<file path="src/rtl/hub75_scan_pkg.sv">
package hub75_scan_pkg;

  typedef enum logic [1:0] {
    ST_SHIFT  = 2'd0,
    ST_LATCH  = 2'd1,
    ST_ROWSET = 2'd2,
    ST_SHOW   = 2'd3
  } scan_st_t;

  // Squared-law curve with rounding: out = round(omax * (v / imax)^2)
  function automatic int unsigned gamma_map(int unsigned v, int unsigned in_w,
                                            int unsigned out_w);
    int unsigned imax;
    int unsigned omax;
    imax = (1 << in_w) - 1;
    omax = (1 << out_w) - 1;
    return (omax * v * v + (imax * imax) / 2) / (imax * imax);
  endfunction

endpackage

</file>
<file path="src/rtl/hub75_scan_gamma.sv">
module hub75_scan_gamma
  import hub75_scan_pkg::*;
#(
  parameter int IN_W  = 6,
  parameter int OUT_W = 8
) (
  input  logic [IN_W-1:0]  code,
  output logic [OUT_W-1:0] level
);
  localparam int ENTRIES = 1 << IN_W;

  logic [OUT_W-1:0] lut [ENTRIES];

  for (genvar v = 0; v < ENTRIES; v++) begin : g_lut
    localparam logic [OUT_W-1:0] LVL = OUT_W'(gamma_map(v, IN_W, OUT_W));
    assign lut[v] = LVL;
  end

  assign level = lut[code];

endmodule

</file>
<file path="src/rtl/hub75_scan_idle.sv">
module hub75_scan_idle #(
  parameter int TIMEOUT = 25_000_000
) (
  input  logic clk,
  input  logic rst_n,
  input  logic wr,
  output logic test_mode
);
  localparam int TW = $clog2(TIMEOUT + 1);

  logic [TW-1:0] idle_q, idle_d;
  logic          test_q, test_d;

  always_comb begin
    idle_d = idle_q;
    test_d = test_q;
    if (wr) begin
      idle_d = TW'(TIMEOUT);
      test_d = 1'b0;
    end else if (idle_q != '0) begin
      idle_d = idle_q - 1'b1;
      if (idle_q == TW'(1)) test_d = 1'b1;
    end
  end

  always_ff @(posedge clk or negedge rst_n) begin
    if (!rst_n) begin
      idle_q <= '0;
      test_q <= 1'b1;
    end else begin
      idle_q <= idle_d;
      test_q <= test_d;
    end
  end

  assign test_mode = test_q;

endmodule

</file>
<file path="src/rtl/hub75_scan_seq.sv">
module hub75_scan_seq
  import hub75_scan_pkg::*;
#(
  parameter int COLS   = 64,
  parameter int ROW_AW = 5,
  parameter int PLANES = 8,
  parameter int BRI_W  = 7,
  parameter int UNIT   = 4
) (
  input  logic                      clk,
  input  logic                      rst_n,
  input  logic [BRI_W-1:0]          bri,
  output logic [$clog2(COLS)-1:0]   col,
  output logic [ROW_AW-1:0]         row,
  output logic [$clog2(PLANES)-1:0] plane,
  output logic                      cap_en,
  output logic                      sclk,
  output logic                      latch,
  output logic                      oe_n,
  output logic [ROW_AW-1:0]         row_addr,
  output logic [BRI_W-1:0]          bri_lat
);
  localparam int CAW     = $clog2(COLS);
  localparam int PLW     = $clog2(PLANES);
  localparam int SH_MAX  = 2 * COLS + 1;
  localparam int PER_MAX = UNIT << (PLANES - 1);
  localparam int CNTW    = $clog2((SH_MAX > PER_MAX ? SH_MAX : PER_MAX) + 1);
  localparam int PRW     = CNTW + BRI_W;
  localparam logic [CNTW-1:0] SHIFT_LAST = CNTW'(SH_MAX);
  localparam logic [CNTW-1:0] CAP_END    = CNTW'(2 * COLS);
  localparam logic [PLW-1:0]  PL_LAST    = PLW'(PLANES - 1);

  scan_st_t          st_q, st_d;
  logic [CNTW-1:0]   cnt_q, cnt_d;
  logic [ROW_AW-1:0] row_q, row_d;
  logic [PLW-1:0]    pl_q, pl_d;
  logic [ROW_AW-1:0] addr_q, addr_d;
  logic [BRI_W-1:0]  bri_q, bri_d;

  logic [CNTW-1:0]   period;
  logic [PRW-1:0]    prod;
  logic [CNTW-1:0]   on_time;

  assign period  = CNTW'(UNIT) << pl_q;
  assign prod    = PRW'(period) * PRW'(bri_q);
  assign on_time = CNTW'(prod >> BRI_W);

  always_comb begin
    st_d   = st_q;
    cnt_d  = cnt_q;
    row_d  = row_q;
    pl_d   = pl_q;
    addr_d = addr_q;
    bri_d  = bri_q;
    unique case (st_q)
      ST_SHIFT: begin
        if (cnt_q == SHIFT_LAST) begin
          st_d  = ST_LATCH;
          cnt_d = '0;
        end else begin
          cnt_d = cnt_q + 1'b1;
        end
      end
      ST_LATCH: begin
        st_d   = ST_ROWSET;
        addr_d = row_q;
        bri_d  = bri;
      end
      ST_ROWSET: begin
        st_d  = ST_SHOW;
        cnt_d = '0;
      end
      ST_SHOW: begin
        if (cnt_q == period - 1'b1) begin
          st_d  = ST_SHIFT;
          cnt_d = '0;
          if (pl_q == PL_LAST) begin
            pl_d  = '0;
            row_d = row_q + 1'b1;
          end else begin
            pl_d = pl_q + 1'b1;
          end
        end else begin
          cnt_d = cnt_q + 1'b1;
        end
      end
      default: st_d = ST_SHIFT;
    endcase
  end

  always_ff @(posedge clk or negedge rst_n) begin
    if (!rst_n) begin
      st_q   <= ST_SHIFT;
      cnt_q  <= '0;
      row_q  <= '0;
      pl_q   <= '0;
      addr_q <= '0;
      bri_q  <= '0;
    end else begin
      st_q   <= st_d;
      cnt_q  <= cnt_d;
      row_q  <= row_d;
      pl_q   <= pl_d;
      addr_q <= addr_d;
      bri_q  <= bri_d;
    end
  end

  // Moore decode of the strobes from registered state
  assign col      = cnt_q[CAW:1];
  assign row      = row_q;
  assign plane    = pl_q;
  assign cap_en   = (st_q == ST_SHIFT) && cnt_q[0] && (cnt_q < CAP_END);
  assign sclk     = (st_q == ST_SHIFT) && cnt_q[0] && (cnt_q >= CNTW'(3));
  assign latch    = (st_q == ST_LATCH);
  assign oe_n     = !((st_q == ST_SHOW) && (cnt_q < on_time));
  assign row_addr = addr_q;
  assign bri_lat  = bri_q;

endmodule

</file>
<file path="src/rtl/hub75_scan.sv">
module hub75_scan
  import hub75_scan_pkg::*;
#(
  parameter int COLS    = 64,
  parameter int ROW_AW  = 5,
  parameter int CHAN_W  = 6,
  parameter int GAMMA_W = 8,
  parameter int BRI_W   = 7,
  parameter int UNIT    = 4,
  parameter int TIMEOUT = 25_000_000
) (
  input  logic                    clk,
  input  logic                    rst_n,
  input  logic                    fb_wr,
  input  logic [3*CHAN_W-1:0]     px_top,
  input  logic [3*CHAN_W-1:0]     px_bot,
  input  logic [BRI_W-1:0]        bri,
  output logic [ROW_AW-1:0]       rd_row,
  output logic [$clog2(COLS)-1:0] rd_col,
  output logic [2:0]              up_rgb,
  output logic [2:0]              lo_rgb,
  output logic [ROW_AW-1:0]       row_addr,
  output logic                    sclk,
  output logic                    latch,
  output logic                    oe_n
);
  localparam int CAW = $clog2(COLS);
  localparam int PXW = 3 * CHAN_W;
  localparam int PLW = $clog2(GAMMA_W);

  // reset: asserted asynchronously, released on the clock
  logic [1:0] rst_sync_q;
  logic       rst_ns;

  always_ff @(posedge clk or negedge rst_n) begin
    if (!rst_n) rst_sync_q <= '0;
    else        rst_sync_q <= {rst_sync_q[0], 1'b1};
  end
  assign rst_ns = rst_sync_q[1];

  logic [CAW-1:0]    col;
  logic [ROW_AW-1:0] row;
  logic [PLW-1:0]    plane;
  logic              cap_en;
  logic              test_mode;
  logic [BRI_W-1:0]  bri_lat;

  hub75_scan_seq #(
    .COLS  (COLS),
    .ROW_AW(ROW_AW),
    .PLANES(GAMMA_W),
    .BRI_W (BRI_W),
    .UNIT  (UNIT)
  ) u_seq (
    .clk     (clk),
    .rst_n   (rst_ns),
    .bri     (bri),
    .col     (col),
    .row     (row),
    .plane   (plane),
    .cap_en  (cap_en),
    .sclk    (sclk),
    .latch   (latch),
    .oe_n    (oe_n),
    .row_addr(row_addr),
    .bri_lat (bri_lat)
  );

  hub75_scan_idle #(
    .TIMEOUT(TIMEOUT)
  ) u_idle (
    .clk      (clk),
    .rst_n    (rst_ns),
    .wr       (fb_wr),
    .test_mode(test_mode)
  );

  assign rd_row = row;
  assign rd_col = col;

  logic [1:0][2:0] rgb_d;

  for (genvar h = 0; h < 2; h++) begin : g_half
    logic [ROW_AW:0]  frow;
    logic [CHAN_W-1:0] tp_r, tp_g, tp_b;
    logic [PXW-1:0]   pix;

    assign frow = {(h == 1) ? 1'b1 : 1'b0, row};
    assign tp_r = CHAN_W'(col);
    assign tp_g = CHAN_W'(frow);
    assign tp_b = CHAN_W'(col) ^ CHAN_W'(frow);
    assign pix  = test_mode ? {tp_r, tp_g, tp_b} : ((h == 0) ? px_top : px_bot);

    for (genvar ch = 0; ch < 3; ch++) begin : g_chan
      logic [GAMMA_W-1:0] lvl;
      hub75_scan_gamma #(
        .IN_W (CHAN_W),
        .OUT_W(GAMMA_W)
      ) u_gam (
        .code (pix[(3-ch)*CHAN_W-1 -: CHAN_W]),
        .level(lvl)
      );
      assign rgb_d[h][2-ch] = lvl[plane];
    end
  end

  always_ff @(posedge clk or negedge rst_ns) begin
    if (!rst_ns) begin
      up_rgb <= '0;
      lo_rgb <= '0;
    end else if (cap_en) begin
      up_rgb <= rgb_d[0];
      lo_rgb <= rgb_d[1];
    end
  end

endmodule

</file>
<file path="config.mk">
export PLATFORM = sky130hd
export DESIGN_NAME = hub75_scan
export DESIGN_NICKNAME = d
export VERILOG_FILES = /design/src/rtl/hub75_scan_pkg.sv /design/src/rtl/hub75_scan_gamma.sv /design/src/rtl/hub75_scan_idle.sv /design/src/rtl/hub75_scan_seq.sv /design/src/rtl/hub75_scan.sv
export SDC_FILE = /design/constraint.sdc
export NUM_CORES = 1
export LEC_CHECK = 0
export BUFFER_PORTS_ARGS = -buffer_cell sky130_fd_sc_hd__buf_2
export CORE_ASPECT_RATIO = 0.8
export CORE_MARGIN = 4
export CORE_UTILIZATION = 44
export DETAILED_ROUTE_END_ITERATION = 8
export PLACE_DENSITY = 0.71
export SYNTH_ARGS = -nofsm -noshare
export SYNTH_HDL_FRONTEND = slang
export SYNTH_HIERARCHICAL = 1
export SYNTH_SLANG_ARGS = --single-unit
</file>
<file path="constraint.sdc">
create_clock -name clk -period 7.95 [get_ports clk]
set_input_delay 1.1925 -clock clk [delete_from_list [all_inputs] [get_ports clk]]
set_output_delay 1.1925 -clock clk [all_outputs]
set_load 0.02 [all_outputs]
</file>
Word level (Yosys, flattened, before mapping)
Memory sizes are Yosys's and may differ from the RTL's. Cells that the tools add are included.

Bits in read-only memories: 3072. Latch bits: 0. Memories: 6. Word-level logic and storage cells: 103. Bits in writable memories: 0. Bits in registers: 66. Output and inout port bits: 25. Input port bits: 46.

Div/mod/pow operators: 0. Shifts and indexed selects: 1. Reductions and logical operators: 14. Multiplexer cells: 38. Bitwise logic cells: 8. Multipliers: 1. $add $sub $neg: 5. $lt $le $gt $ge: 10. Equal/unequal tests: 9.

Memories: (name not given) (depth 64, bits a word 8, read ports 1, clocked after memory_dff 0, write ports 0, RTL line hub75_scan_gamma.sv:19) `assign level = lut[code];`; (name not given) (depth 64, bits a word 8, read ports 1, clocked after memory_dff 0, write ports 0, RTL line hub75_scan_gamma.sv:19); (name not given) (depth 64, bits a word 8, read ports 1, clocked after memory_dff 0, write ports 0, RTL line hub75_scan_gamma.sv:19); (name not given) (depth 64, bits a word 8, read ports 1, clocked after memory_dff 0, write ports 0, RTL line hub75_scan_gamma.sv:19); (name not given) (depth 64, bits a word 8, read ports 1, clocked after memory_dff 0, write ports 0, RTL line hub75_scan_gamma.sv:19); (name not given) (depth 64, bits a word 8, read ports 1, clocked after memory_dff 0, write ports 0, RTL line hub75_scan_gamma.sv:19).

Operator list (number): 2-to-1 mux 8 bit (12); 2-to-1 mux 25 bit (2); greater-or-equal comparator 7 bit, second input constant (6); NOT 6 -> 7 bit (6); 2-to-1 mux 18 bit (2); one-hot mux 10 bit (3 select lines) (1); equality test 25 x 1 -> 1 bit, second input constant (1); nonzero test 25 bit (1); subtractor 25 x 1 -> 25 bit, second input constant (1); 2-to-1 mux 10 bit (2); binary-select mux 1 bit (select 3 bit) (6); multiplier 10 x 7 -> 17 bit (1); adder 10 x 1 -> 10 bit, second input constant (1); equality test 10 bit (1); equality test 10 x 8 -> 1 bit, second input constant (1); greater-or-equal comparator 10 x 2 -> 1 bit, second input constant (1); < comparator 10 bit (1); < comparator 10 x 8 -> 1 bit, second input constant (1); << shifter 3 x 3 -> 10 bit, first input constant (1); subtractor 10 x 1 -> 10 bit, second input constant (1); 2-to-1 mux 1 bit (9); one-hot mux 2 bit (4 select lines) (1); AND reduction 2 bit (3); bitwise XOR 6 x 5 -> 6 bit (1); other kinds (16) (23).

Depth between registers and ports, before layout
Word-level depth: 8. Gate-level depth with buffers: 26. Depth with buffers taken out: 25.

Hierarchy
The synthesis kept the hierarchy.

By module, submodules not included: hub75_scan_seq (instances 1, area an instance 3903.7 um2, seq. area each 800.8 um2, cells an instance 407); hub75_scan_gamma at g_half[0].g_chan[1].u_gam ... (instances 5, area an instance 759.5 um2, seq. area each 0.0 um2, cells an instance 117); hub75_scan_idle (instances 1, area an instance 1476.4 um2, seq. area each 651.9 um2, cells an instance 151); hub75_scan (instances 1, area an instance 1154.9 um2, seq. area each 200.2 um2, cells an instance 153); hub75_scan_gamma at g_half[0].g_chan[0].u_gam (instances 1, area an instance 716.9 um2, seq. area each 0.0 um2, cells an instance 103).

Worst setup path before layout
No wires, ideal clock.

Path type: reg-to-output. Start: register u_seq.pl_q[1] (netlist: u_seq/plane[1]). End: output port oe_n. Stages on the path, launching flop included: 26. Data arrival time: 5816 ps. Slack: 941 ps. Buffers on the path: 1. Required time: 6758 ps. Path through: dfrtp_1 inv_1 ha_1 clkbuf_1 nor2b_1 nand2_1 fa_1 fa_1 inv_1 fa_1 inv_1 fa_1 inv_1 ha_1 nand3_1 or3_1 o211ai_1 a21oi_1 xnor2_1 ha_1 a21o_1 a21o_1 a21o_1 a21oi_1 o21ai_0 a21o_1.

Longest elaborated chain between the ends: 5.

Ends and longest elaborated chain: start, declared (RTL line hub75_scan_seq.sv:36) `logic [PLW-1:0] pl_q, pl_d;`; start signal, assigned (RTL line hub75_scan_seq.sv:103) `pl_q <= pl_d;`; << shifter 3 x 3 -> 10 bit (RTL line hub75_scan_seq.sv:44) `assign period = CNTW'(UNIT) << pl_q;`; multiplier 10 x 7 -> 17 bit (RTL line hub75_scan_seq.sv:45) `assign prod = PRW'(period) * PRW'(bri_q);`; < comparator 10 bit (RTL line hub75_scan_seq.sv:116) `assign oe_n = !((st_q == ST_SHOW) && (cnt_q < on_time));`; logical AND 1 bit (RTL line hub75_scan_seq.sv:116); logical NOT 1 bit (RTL line hub75_scan_seq.sv:116); end, declared (RTL line hub75_scan.sv:25) `output logic oe_n`.

Every way passes these cells.

Worst setup path in the final report
Start: register u_seq.pl_q[0] (netlist: u_seq/plane[0]). End: output port oe_n.

The elaborated chain is that of the path after synthesis.

==> summary.txt <==
Terminus of the critical flop-to-flop path -> up_rgb[2]
Routed length per instance -> 16.71 µm
Largest net degree at the start of global routing -> 64
Critical path's slowest cell -> fa_1
# rows -> 51
Overall power -> 1.142 mW
Final setup fails -> 0
DR vias/cell -> 5.920
Top cell type's share of synthesized area -> 14.72%
CTS H-tree depth -> 3
Final setup margin -> 402.4 ps
Synth top area cells -> dfrtp_1, ha_1, fa_1
Fmax -> 132.5 MHz
Critical Path Stages -> 25
Vias -> 10,236
Part of the Yosys area used for sequential elements -> 14.96%
Die Height -> 149.7 µm
Post-Syn Nets -> 1,580
Final weighted congestion in routability-driven placement -> 0.9150
Final HPWL DP -> 20.87 mm
Mapped cell area -> 11,050 µm²
Initial antenna violation count -> 0
Synth Warn # -> 6
Yosys reg bits -> 66
Reg2reg start -> u_idle/test_mode
Total routed wirelength -> 28.89 mm
Clk Tree Root Cell -> clkbuf_16
Residual DRC -> 0
Fin crit period -> 7548 ps
Setup crit end kind -> output port
TritonRoute pass-1 iters -> 5
Status -> finished, final reports clean
Clock latency on the worst-skew pair -> 350 ps
First-pass GRT wire length -> 47.05 mm
Cell with the most instances after synthesis -> nand2_1
Max Cap Viol -> 0
Distinct cells, synth -> 95
Layout Nets -> 1,587
Pre-CTS setup slack -> 634.8 ps
Core area -> 24,500 µm²
DRT antenna net count -> 0
Non-filler cells, final -> 1,729
LEAKAGE -> 5.239 nW
Die ar. -> 27,730 µm²
Io pins -> 71
Post-Syn Instances -> 1,399
Starting Density -> 45.09%
Total Routing Usage GR -> 20.39%
RSZ-0062 raised after global routing -> false
Post-synth top cells -> nand2_1, ha_1, inv_1, o21ai_0, nor2_1
Die width -> 185.2 µm
CP Class -> reg -> out
Mean Syn Cell Area -> 7.898 µm²
Crit start category -> flop
DP Cell Count -> 1,713
Hold Violations, Final -> 0
Max IR drop VDD -> 0.00007960 V
Reg2Reg Depth -> 13
Crit path max-delay family -> adder cells
Clock transition at path regs -> 60 ps
Final period util -> 94.94%
Max clock buf depth -> 2
Hold crit path type -> reg -> async
CTS tree -> built
Worst Max-Slew Pin Slew -> 1172 ps
EDFF count, synth -> 0
Post-CTS setup buffer count -> 0
Critical path fanouts, max -> 8
N_diodes -> 0
Fin Hold WS -> 32.45 ps
Layout area overhead -> 6.386%
Crit-path max cell delay -> 550 ps
WP data required -> 6760 ps
Num CTS Buffers -> 9
Worst Skew -> 9.432 ps
Slew Viols, Final -> 0
Crit path arrival time -> 6360 ps
CTS sink count -> 66
Ys async rst share -> 100.0%
Pwr Density -> 97.11 nW/µm²
WP buf/inv -> 5
Post-synth top area cell -> dfrtp_1
Top_reg_cell synth -> dfrtp_1
Port bufs -> 70
Relative slew slack -> 19.63%
Setup TNS Final -> 0 ps
Ratio of cells with drive above 1 in the final layout -> 15.17%
Vias in the first global route -> 9,132
GRT Residual Overflow -> 0
Worst R2R Setup Slack -> 4160 ps
Drt initial violations -> 1,196
[sequential cells by signal, summed over array words and instances (netlist names)]
signal            count
u_seq/bri_lat         7
u_seq/cnt_q          10
u_idle/idle_q        25
u_idle/test_mode      1
lo_rgb                3
u_seq/row             5
u_seq/plane           3
u_seq/row_addr        5
up_rgb                3
rst_sync_q            2
u_seq/st_q            2
[worst register-to-register path, stage by stage, from the launching register on]
cell and delay (ps):
dfstp_2 730, buf_4 440, nand2_1 230, o21ai_0 140, buf_4 240, inv_1 150, ha_1 500, inv_2 70
mux4_2 480, a221oi_2 220, a31oi_1 60, mux2i_1 160, a22o_1 180, o31ai_2 60
[per-layer routing]
layer,up-vias,routed length [µm],GRT usage [%]
li1,5038,-,-
met2,343,12320,29.54
met5,-,0,0
met1,4825,14270,31.59
met4,0,475,4.916
met3,30,1827,3.062
[per-stage QoR]
step / utilization (%) / area, µm²
floorplan: - / 11050
global placement: 46.62 / 11420
detailed placement: 46.62 / 11420
CTS: 47.88 / 11730
global route: 47.97 / 11760
finish: 47.97 / 11760
[worst max path at each step]
stage / from / to / slack, ps
floorplan: u_seq/plane[1] / oe_n / 940
global placement: u_seq/plane[1] / oe_n / 760
detailed placement: u_seq/plane[1] / oe_n / 630
CTS: u_seq/plane[1] / oe_n / 230
global route: u_seq/plane[0] / oe_n / 10
finish: u_seq/plane[0] / oe_n / 400
[cell type report]
cell class,instances,area (µm²)
Inverter,100,375.4
Timing Repair Buffer,101,583.1
Tap cell,318,397.9
Clock inverter,7,83.83
Sequential cell,66,1655
Clock buffer,9,225.2
Fill cell,2418,12750
Multi-Input combinational cell,1128,8434
[report_power, final]
| group | switching [mW] | leakage, nW | internal, mW |
|---|---|---|---|
| sequential | 0.0144 | 0.821 | 0.349 |
| clock | 0.178 | 0.149 | 0.248 |
| combinational | 0.207 | 4.27 | 0.144 |
[cells by family (layout without fill, tap and decap cells)]
| family | count (synthesis) | count (layout) | synth area share (%) |
|---|---|---|---|
| and+or+nand+nor | 485 | 485 | 23.29 |
| muxes | 61 | 61 | 6.171 |
| DFF | 66 | 66 | 14.96 |
| AOI/OAI and AO/OA | 402 | 402 | 25.80 |
| adders and majority gates | 135 | 135 | 17.19 |
| buffers and inverters | 205 | 217 | 9.002 |
| other | 1 | 1 | 0.03394 |
| xor gates and xnor gates | 44 | 44 | 3.556 |
[what timing repair did]
| item | CTS | global route |
|---|---|---|
| hold endpoints to repair | 0 | 0 |
| resized for setup | 0 | 7 |
| hold buffers | 0 | 0 |
| endpoints found under the setup margin | 0 | 1 |
[cell usage in the layout, fill, tap and decap left out, types with 24 or more instances in the layout]
cell	synthesis	layout
nand2_1	112	112
ha_1	107	105
inv_1	93	93
nor2_1	79	79
buf_2	35	70
o21ai_0	81	68
a21oi_1	67	67
dfrtp_1	65	63
nand2b_1	55	55
nor3_1	34	34
and2_1	32	32
buf_4	16	31
mux2_2	30	30
fa_1	28	28
o21ai_1	15	25
mux2i_1	25	25
nor2b_1	26	24
No activity file was read; power rests on OpenSTA's default activity.
